[src/rtl/tlb1_pkg.sv]
package tlb1_pkg;
  localparam int ASID_W_D   = 16;
  localparam int VA_W_D     = 39;
  localparam int PA_W_D     = 56;
  localparam int PTE_W_D    = 64;
  localparam int OFS_W_D    = 12;
  localparam int LVL_BITS_D = 9;
  localparam int LEVELS_D   = 3;

  typedef enum logic [1:0] {
    LVL_4K = 2'd0,
    LVL_2M = 2'd1,
    LVL_1G = 2'd2
  } page_level_e;
endpackage

[src/rtl/tlb1_page_mask.sv]
module tlb1_page_mask #(
  parameter int VA_W     = 39,
  parameter int OFS_W    = 12,
  parameter int LVL_BITS = 9,
  parameter int LEVELS   = 3,
  parameter int LVL_W    = 2
) (
  input  logic [LVL_W-1:0] level,
  output logic [VA_W-1:0]  mask
);
  logic [VA_W-1:0] masks [LEVELS];

  for (genvar l = 0; l < LEVELS; l++) begin : g_lvl
    assign masks[l] = ~({VA_W{1'b1}} << (OFS_W + LVL_BITS * l));
  end

  // Levels beyond the table fall back to the smallest page.
  always_comb begin
    mask = masks[0];
    for (int l = 0; l < LEVELS; l++) begin
      if (level == LVL_W'(l)) mask = masks[l];
    end
  end
endmodule

[src/rtl/tlb1_page_cmp.sv]
module tlb1_page_cmp #(
  parameter int VA_W = 39
) (
  input  logic [VA_W-1:0] a,
  input  logic [VA_W-1:0] b,
  input  logic [VA_W-1:0] mask,
  output logic            eq
);
  assign eq = ((a ^ b) & ~mask) == '0;
endmodule

[src/rtl/tlb1_entry_store.sv]
module tlb1_entry_store #(
  parameter int ASID_W = 16,
  parameter int VA_W   = 39,
  parameter int PA_W   = 56,
  parameter int PTE_W  = 64
) (
  input  logic              clk,
  input  logic              rst,
  input  logic              fill_en,
  input  logic [ASID_W-1:0] fill_asid,
  input  logic              fill_global,
  input  logic [VA_W-1:0]   fill_vaddr,
  input  logic [PA_W-1:0]   fill_paddr,
  input  logic [PTE_W-1:0]  fill_pte,
  input  logic [PA_W-1:0]   fill_pte_addr,
  input  logic [VA_W-1:0]   fill_mask,
  input  logic              upd_en,
  input  logic [PTE_W-1:0]  upd_pte,
  input  logic              clr,
  output logic              e_valid,
  output logic [ASID_W-1:0] e_asid,
  output logic              e_global,
  output logic [VA_W-1:0]   e_vaddr,
  output logic [PA_W-1:0]   e_paddr,
  output logic [PTE_W-1:0]  e_pte,
  output logic [PA_W-1:0]   e_pte_addr,
  output logic [VA_W-1:0]   e_mask
);
  localparam int PAD_W = PA_W - VA_W;

  logic [PA_W-1:0] fill_mask_pa;
  assign fill_mask_pa = {{PAD_W{1'b0}}, fill_mask};

  // Valid bit: fill beats clear.
  always_ff @(posedge clk) begin
    if (rst)          e_valid <= 1'b0;
    else if (fill_en) e_valid <= 1'b1;
    else if (clr)     e_valid <= 1'b0;
  end

  // Payload carries no reset; it is qualified by e_valid.
  always_ff @(posedge clk) begin
    if (fill_en) begin
      e_asid     <= fill_asid;
      e_global   <= fill_global;
      e_vaddr    <= fill_vaddr;
      e_paddr    <= fill_paddr & ~fill_mask_pa;
      e_pte      <= fill_pte;
      e_pte_addr <= fill_pte_addr;
      e_mask     <= fill_mask;
    end else if (upd_en && e_valid && !clr) begin
      e_pte      <= upd_pte;
    end
  end
endmodule

[src/rtl/sv39_single_tlb.sv]
module sv39_single_tlb
  import tlb1_pkg::*;
#(
  parameter int ASID_W   = ASID_W_D,
  parameter int VA_W     = VA_W_D,
  parameter int PA_W     = PA_W_D,
  parameter int PTE_W    = PTE_W_D,
  parameter int OFS_W    = OFS_W_D,
  parameter int LVL_BITS = LVL_BITS_D,
  parameter int LEVELS   = LEVELS_D
) (
  input  logic              clk,
  input  logic              rst,
  input  logic              lk_valid,
  input  logic [ASID_W-1:0] lk_asid,
  input  logic [VA_W-1:0]   lk_vaddr,
  input  logic              fill_en,
  input  logic [ASID_W-1:0] fill_asid,
  input  logic              fill_global,
  input  logic [1:0]        fill_level,
  input  logic [VA_W-1:0]   fill_vaddr,
  input  logic [PA_W-1:0]   fill_paddr,
  input  logic [PTE_W-1:0]  fill_pte,
  input  logic [PA_W-1:0]   fill_pte_addr,
  input  logic              upd_en,
  input  logic [PTE_W-1:0]  upd_pte,
  input  logic              flush_en,
  input  logic              flush_use_asid,
  input  logic [ASID_W-1:0] flush_asid,
  input  logic              flush_use_addr,
  input  logic [VA_W-1:0]   flush_vaddr,
  output logic              rsp_valid,
  output logic              rsp_hit,
  output logic [0:0]        rsp_idx,
  output logic [PA_W-1:0]   rsp_paddr,
  output logic [PTE_W-1:0]  rsp_pte,
  output logic [PA_W-1:0]   rsp_pte_addr
);
  localparam int LVL_W = 2;
  localparam int PAD_W = PA_W - VA_W;

  logic              e_valid, e_global;
  logic [ASID_W-1:0] e_asid;
  logic [VA_W-1:0]   e_vaddr, e_mask, fill_mask;
  logic [PA_W-1:0]   e_paddr, e_pte_addr;
  logic [PTE_W-1:0]  e_pte;
  logic              lk_page_eq, fl_page_eq;
  logic              lk_hit, fl_asid_ok, fl_addr_ok, fl_clr;

  tlb1_page_mask #(
    .VA_W(VA_W), .OFS_W(OFS_W), .LVL_BITS(LVL_BITS),
    .LEVELS(LEVELS), .LVL_W(LVL_W)
  ) u_mask (
    .level (fill_level),
    .mask  (fill_mask)
  );

  tlb1_page_cmp #(.VA_W(VA_W)) u_lk_cmp (
    .a(e_vaddr), .b(lk_vaddr), .mask(e_mask), .eq(lk_page_eq)
  );

  tlb1_page_cmp #(.VA_W(VA_W)) u_fl_cmp (
    .a(e_vaddr), .b(flush_vaddr), .mask(e_mask), .eq(fl_page_eq)
  );

  assign lk_hit     = e_valid && lk_page_eq && (e_global || e_asid == lk_asid);
  assign fl_asid_ok = !flush_use_asid || (!e_global && e_asid == flush_asid);
  assign fl_addr_ok = !flush_use_addr || fl_page_eq;
  assign fl_clr     = flush_en && e_valid && fl_asid_ok && fl_addr_ok;

  tlb1_entry_store #(
    .ASID_W(ASID_W), .VA_W(VA_W), .PA_W(PA_W), .PTE_W(PTE_W)
  ) u_store (
    .clk           (clk),
    .rst           (rst),
    .fill_en       (fill_en),
    .fill_asid     (fill_asid),
    .fill_global   (fill_global),
    .fill_vaddr    (fill_vaddr),
    .fill_paddr    (fill_paddr),
    .fill_pte      (fill_pte),
    .fill_pte_addr (fill_pte_addr),
    .fill_mask     (fill_mask),
    .upd_en        (upd_en),
    .upd_pte       (upd_pte),
    .clr           (fl_clr),
    .e_valid       (e_valid),
    .e_asid        (e_asid),
    .e_global      (e_global),
    .e_vaddr       (e_vaddr),
    .e_paddr       (e_paddr),
    .e_pte         (e_pte),
    .e_pte_addr    (e_pte_addr),
    .e_mask        (e_mask)
  );

  always_ff @(posedge clk) begin
    if (rst) begin
      rsp_valid    <= 1'b0;
      rsp_hit      <= 1'b0;
      rsp_idx      <= '0;
      rsp_paddr    <= '0;
      rsp_pte      <= '0;
      rsp_pte_addr <= '0;
    end else begin
      rsp_valid    <= lk_valid;
      rsp_hit      <= lk_valid && lk_hit;
      rsp_idx      <= '0;
      if (lk_valid && lk_hit) begin
        rsp_paddr    <= e_paddr | {{PAD_W{1'b0}}, lk_vaddr & e_mask};
        rsp_pte      <= e_pte;
        rsp_pte_addr <= e_pte_addr;
      end else begin
        rsp_paddr    <= '0;
        rsp_pte      <= '0;
        rsp_pte_addr <= '0;
      end
    end
  end
endmodule

[config.mk]
export PLATFORM = sky130hd
export DESIGN_NAME = sv39_single_tlb
export DESIGN_NICKNAME = d
export VERILOG_FILES = /design/src/rtl/tlb1_pkg.sv /design/src/rtl/tlb1_page_mask.sv /design/src/rtl/tlb1_page_cmp.sv /design/src/rtl/tlb1_entry_store.sv /design/src/rtl/sv39_single_tlb.sv
export SDC_FILE = /design/constraint.sdc
export NUM_CORES = 1
export LEC_CHECK = 0
export BUFFER_PORTS_ARGS = -buffer_cell sky130_fd_sc_hd__buf_2
export CAP_MARGIN = 20
export CORE_AREA = 2 2 232 234
export DETAILED_ROUTE_END_ITERATION = 6
export DIE_AREA = 0 0 234 236
export GPL_ROUTABILITY_DRIVEN = 0
export PLACE_DENSITY = 0.48
export SYNTH_ARGS = -nofsm -noshare
export SYNTH_HDL_FRONTEND = slang
export SYNTH_SLANG_ARGS = --single-unit
[constraint.sdc]
create_clock -name clk -period 13.6 [get_ports clk]
set_clock_uncertainty 0.15 [all_clocks]
set_input_delay 2.04 -clock clk [delete_from_list [all_inputs] [get_ports clk]]
set_output_delay 2.04 -clock clk [all_outputs]
set_load 0.05 [all_outputs]
==> impl_metrics.json, run 1 <==
{
  "outcome": "complete, no violations",
  "nets": 1819,
  "power.internal_uw": 2022,
  "setup_viol": 0,
  "cts.sinks": 389,
  "slowest_delay_ns": 0.68,
  "design.portCount": 595,
  "numCtsBuffers": 43,
  "worst-path-buf-inv": 3,
  "fin_hold_ws_ns": 0.2855,
  "rsz0062_at_grt": "false",
  "insertion_delay_ns": 0.56,
  "synth_cells": 824,
  "post_cts_buffers": 0,
  "min_path_type": "register to register",
  "row_count": 85,
  "finalCriticalPeriod_ns": 5.057,
  "final_area_mm2": 0.01805,
  "hold_start": "u_store.e_pte[14]",
  "place_hpwl_mm": 28.11,
  "place_area_mm2": 0.01668,
  "power.density_mw_per_mm2": 142.6,
  "rr_worst_depth": 7,
  "synth_seq_area_share_pct": 75.56,
  "die_area_mm2": 0.05522,
  "critPathMaxFanout": 99,
  "cts_tree": "done",
  "synthTopCellsByArea": "edfxtp_1, dfxtp_1, and2_1",
  "die_height_um": 236,
  "cts_hold_buf": 0,
  "crit_required_ns": 13.95,
  "grt_remaining_overflow": 0,
  "holdPathStages": 1,
  "slowest_stage": "buf_4",
  "tightest_slew_ns": 0.9142,
  "avgSynthCellArea_um2": 15.88,
  "drt_iter0_drc": 303,
  "finalPower_uw": 2575,
  "cts_max_path_buffers": 3,
  "crit_type": "input pin to register",
  "crit_chain": "buf_2 -> xor2_1 -> nor4_1 -> a41oi_1 -> nor4_4 -> buf_4 -> buf_4 -> and2_1",
  "seqPwrFrac_pct": 51.3,
  "ir_worst_vdd_v": 0.00009996,
  "ys_top_cells_by_count": "edfxtp_1, dfxtp_1, and2_1",
  "power_leakage_uw": 0.007949,
  "clkTransAtPathRegs_ns": 0.06,
  "crit_family": "buffers and inverters",
  "start_kind": "input pin",
  "core_region_area_mm2": 0.05307,
  "first_pass_iters": 4,
  "grt_pass1_vias": 8295,
  "yosysMostFrequentCell": "edfxtp_1",
  "final_cells": 2137,
  "synth-main-ff-cell": "edfxtp_1",
  "crit_top_cell": "buf_4",
  "timing.rr.end": "rsp_pte[29]",
  "finalCritPeriodShare_pct": 37.19,
  "async_flop_share_pct": 0,
  "min_to": "rsp_pte[14]",
  "syn_to_final_growth_pct": 37.92,
  "ys_warn_count": 0,
  "synthesis.area_mm2": 0.01309,
  "netlist-cell-type-count": 27,
  "hold_viol": 0,
  "ys_ff_latch": 389,
  "switching_share_pct": 21.49,
  "initial_core_util_pct": 24.66,
  "vias_per_cell": 3.847,
  "die_w_um": 234,
  "cp_data_arrival_time_ns": 5.41,
  "track_usage_pct": 12.94,
  "antenna_found_initial": 13,
  "slew_headroom_pct": 38.49,
  "placed_cells": 2053,
  "drtAntennaViolNets": 0,
  "clock_power_share_pct": 43.3,
  "max_cap_viol_count": 0,
  "wl_per_cell_um": 17.42,
  "portBuffers": 557,
  "grt_pass1_wl_mm": 52.36,
  "synth_edf_count": 210,
  "r2r-start": "u_store.e_asid[9]",
  "vias": 8221,
  "synth_top_cell_by_area": "edfxtp_1",
  "max_freq_ghz": 0.1977,
  "drc": 0,
  "cp-end-kind": "register",
  "slew_violations": 0,
  "switchingPower_uw": 553.3,
  "grt_max_degree": 100,
  "cts.htree.levels": 2,
  "syn_nets": 1241,
  "reg2reg_slack_ns": 9.66,
  "clock-root-buffer": "clkbuf_16",
  "synth_top_area_share_pct": 48.18,
  "drive_gt1_share_pct": 48.50,
  "tns_ns": 0,
  "power_frac_comb_pct": 5.5,
  "post_cts_resize_count": 0,
  "wl_mm": 37.23
}
power by group through the flow:
stage	registers, uW	logic (uW)	clock network (uW)
finish	1320	141	1110
global route	1330	157	1200
CTS	1320	147	1150
detailed placement	1350	146	0
global placement	1340	144	0
floorplan	1340	56.7	0
area by class of cell:
type | count | area, um^2
fill | 5278 | 35020
sequential | 389 | 9889
multi-input combinational | 402 | 3064
timing repair buffer | 563 | 2843
clock buffer | 59 | 1217
tap | 696 | 870.8
clock inverter | 19 | 141.4
antenna | 6 | 15.01
inverter | 3 | 11.26
how the worst max path moves through the flow:
stage                      startpoint               end  cells after the start
after floorplan               fill_en  u_store.e_pte[0]                      5
after global placement     lk_asid[2]  rsp_pte_addr[55]                      8
after detailed placement  lk_asid[10]  rsp_pte_addr[36]                      8
after CTS                 lk_asid[10]       rsp_pte[29]                      8
after global routing      lk_asid[10]       rsp_pte[29]                      8
final                     lk_asid[10]       rsp_pte[29]                      8
registers in the layout, summed over array words and instances (netlist names):
| signal | flops |
|---|---|
| rsp_hit | 1 |
| rsp_paddr | 56 |
| rsp_pte | 64 |
| rsp_pte_addr | 56 |
| rsp_valid | 1 |
| u_store.e_asid | 16 |
| u_store.e_global | 1 |
| u_store.e_mask | 2 |
| u_store.e_paddr | 44 |
| u_store.e_pte | 64 |
| u_store.e_pte_addr | 56 |
| u_store.e_vaddr | 27 |
| u_store.e_valid | 1 |
logic make-up (layout without fill, tap and decap cells):
family | Yosys count | in the layout | share of synthesized area, %
AND/OR/NAND/NOR | 221 | 221 | 10.61
buffers and inverters | 33 | 644 | 1.118
flip-flops | 389 | 389 | 75.56
other | 1 | 7 | 0.02865
AO/OA/AOI/OAI | 29 | 29 | 1.329
XOR/XNOR | 86 | 86 | 5.755
multiplexers | 64 | 64 | 5.506
adder cells (fa/ha/maj) | 1 | 1 | 0.09558
stage by stage:
stage	setup WS, ns	utilization, %
final	8.543	34.02
after global routing	8.298	34.00
after CTS	8.364	33.99
after detailed placement	7.772	31.43
after global placement	7.826	31.43
after floorplan	6.881	-
cells in the final DEF (no fill, tap or decap), types with 2 or more instances in the layout:
cell type,n
clkinv_2,11
buf_4,6
clkbuf_16,44
edfxtp_1,210
xnor2_1,16
mux2_2,64
inv_1,3
a41oi_1,4
clkbuf_8,6
inv_6,2
diode_2,6
nor3_1,3
nand3_1,2
a21oi_1,20
and2_1,168
xor2_1,70
nand4_1,2
dfxtp_1,179
clkbuf_1,9
buf_2,556
clkinv_1,2
nor4_1,16
nor2b_1,28
metal layers:
metal / up-vias / track usage [%] / wire (um)
li1: 4015 / - / -
met1: 3785 / 14.72 / 14630
met2: 344 / 22.29 / 18390
met3: 63 / 5.029 / 3386
met4: 14 / 3.778 / 744
met5: - / 0 / 90
(Power assumes the default switching activity.)
==> run 2, diff against run 1 <==
Settings changed: PLACE_DENSITY 0.48 to 0.49.
Clock period 13.6 ns to 4.25 ns, I/O delays scaled along.
==> run 2 against run 1 <==
Wire length is 2.3% higher. Utilization rose by 0.36 points. Non-clock buffer count increased by 3. First-iteration DRC count decreased by 9.9%. Via count grew 0.52%.
==> impl_metrics.json, run 2 (synthesis results as in run 1) <==
{
  "setup_viol": 0,
  "layout_commonest_cell": "buf_2",
  "grt_remaining_overflow": 0,
  "outcome": "complete, no violations",
  "max_cap_viol_count": 0,
  "min_path_type": "input pin to register",
  "drtAntennaViolNets": 0,
  "wl_mm": 38.10,
  "tightest_slew_ns": 1.190,
  "power_leakage_uw": 0.008010,
  "cp-end-kind": "register",
  "cts_tree": "done",
  "cp_data_arrival_time_ns": 3.29,
  "tns_ns": 0,
  "grt_pass1_wl_mm": 53.66,
  "numCtsBuffers": 43,
  "max_freq_ghz": 0.3390,
  "initial_core_util_pct": 24.66,
  "clock-root-buffer": "clkbuf_16",
  "crit_required_ns": 4.59,
  "grt_pass1_vias": 8597,
  "wl_per_cell_um": 17.75,
  "drc": 0,
  "holdPathStages": 1,
  "start_kind": "register",
  "post_cts_resize_count": 0,
  "finalCriticalPeriod_ns": 2.950,
  "mostFrequentLayoutCells": "buf_2, edfxtp_1, dfxtp_1, and2_1, xor2_1",
  "hold_viol": 0,
  "track_usage_pct": 13.30,
  "nets": 1822,
  "final_cells": 2146,
  "core_region_area_mm2": 0.05307,
  "syn_to_final_growth_pct": 39.38,
  "cts.sinks": 389,
  "insertion_delay_ns": 0.56,
  "die_height_um": 236,
  "n_fill_cell": 5294,
  "slew_violations": 0,
  "row_count": 85,
  "largestRegisters": "rsp_pte: 64 flops, u_store.e_pte: 64 flops",
  "fin_hold_ws_ns": 0.09359,
  "placed_cells": 2056,
  "clkTransAtPathRegs_ns": 0.06,
  "finalCritPeriodShare_pct": 69.41,
  "rsz0062_at_grt": "false",
  "cts.htree.levels": 2,
  "vias_per_cell": 3.851,
  "design.portCount": 595,
  "fin_util_pct": 34.38,
  "crit_type": "register to register",
  "post_cts_buffers": 0,
  "cts_hold_buf": 0,
  "antenna_found_initial": 17,
  "drive_gt1_share_pct": 48.40,
  "die_w_um": 234,
  "power.density_mw_per_mm2": 465.0,
  "cts_max_path_buffers": 3,
  "die_area_mm2": 0.05522,
  "first_pass_iters": 4,
  "slew_headroom_pct": 20.68,
  "ir_worst_vdd_v": 0.0004372,
  "drt_iter0_drc": 273,
  "place_hpwl_mm": 28.83,
  "grt_max_degree": 150,
  "rr_worst_depth": 7,
  "vias": 8264,
  "portBuffers": 557,
  "critPathMaxFanout": 80
}
-- run 2: cell count changes in the layout (fill, tap and decap cells not counted), sizes merged --
cell / change
diode: +4
buf: +3
bufinv: +3
clkbuf: -1
clkinv: -1
clkinvlp: +1
-- run 2: cell type report --
cell class	count	area, um^2	area share [%]
Clock inverter	22	240.2	1.317
Inverter	3	11.26	0.06172
Clock buffer	58	1215	6.659
Timing Repair Buffer	566	2928	16.05
Antenna cell	10	25.02	0.1372
Multi-Input combinational cell	402	3064	16.80
Sequential cell	389	9889	54.21
Tap cell	696	870.8	4.773
-- run 2: power by group --
group / leakage, uW / total (uW) / internal, uW / switching, uW
combinational: 0.00380 / 460 / 241 / 219
clock: 0.000709 / 3800 / 2270 / 1530
sequential: 0.00350 / 4230 / 4160 / 67.6
total: 0.00801 / 8480 / 6670 / 1820
-- run 2: critical path: stages, from the launching register on --
cell	delay (ns)
edfxtp_1	0.41
xor2_1	0.16
nor4_1	0.54
a41oi_1	0.48
nor4_4	0.41
buf_12	0.19
buf_12	0.24
and2_1	0.19
-- run 2: path summary, 6_finish.rpt --
check                    startpoint                  end  slack, ns
max              u_store.e_asid[10]          rsp_pte[62]       1.30
min                  fill_vaddr[12]  u_store.e_vaddr[12]       0.09
max reg2reg      u_store.e_asid[10]          rsp_pte[62]       1.30
min reg2reg  u_store.e_pte_addr[35]     rsp_pte_addr[35]       0.28
-- run 2: through the flow --
step	instance area (um^2)	setup slack (ns)	power, uW
final	18240	1.300	8483
after global routing	18230	1.098	8832
after CTS	18220	1.158	8627
after detailed placement	16760	0.9299	4785
after global placement	16760	0.9884	4772
after floorplan	13090	0.3636	4465
-- run 2: per-layer routing --
| layer | GRT usage, % | share of wire, % |
|---|---|---|
| met4 | 3.625 | 1.7 |
| met1 | 15.29 | 40 |
| met3 | 5.222 | 9.2 |
| met5 | 0 | 0.28 |
| met2 | 22.82 | 49 |
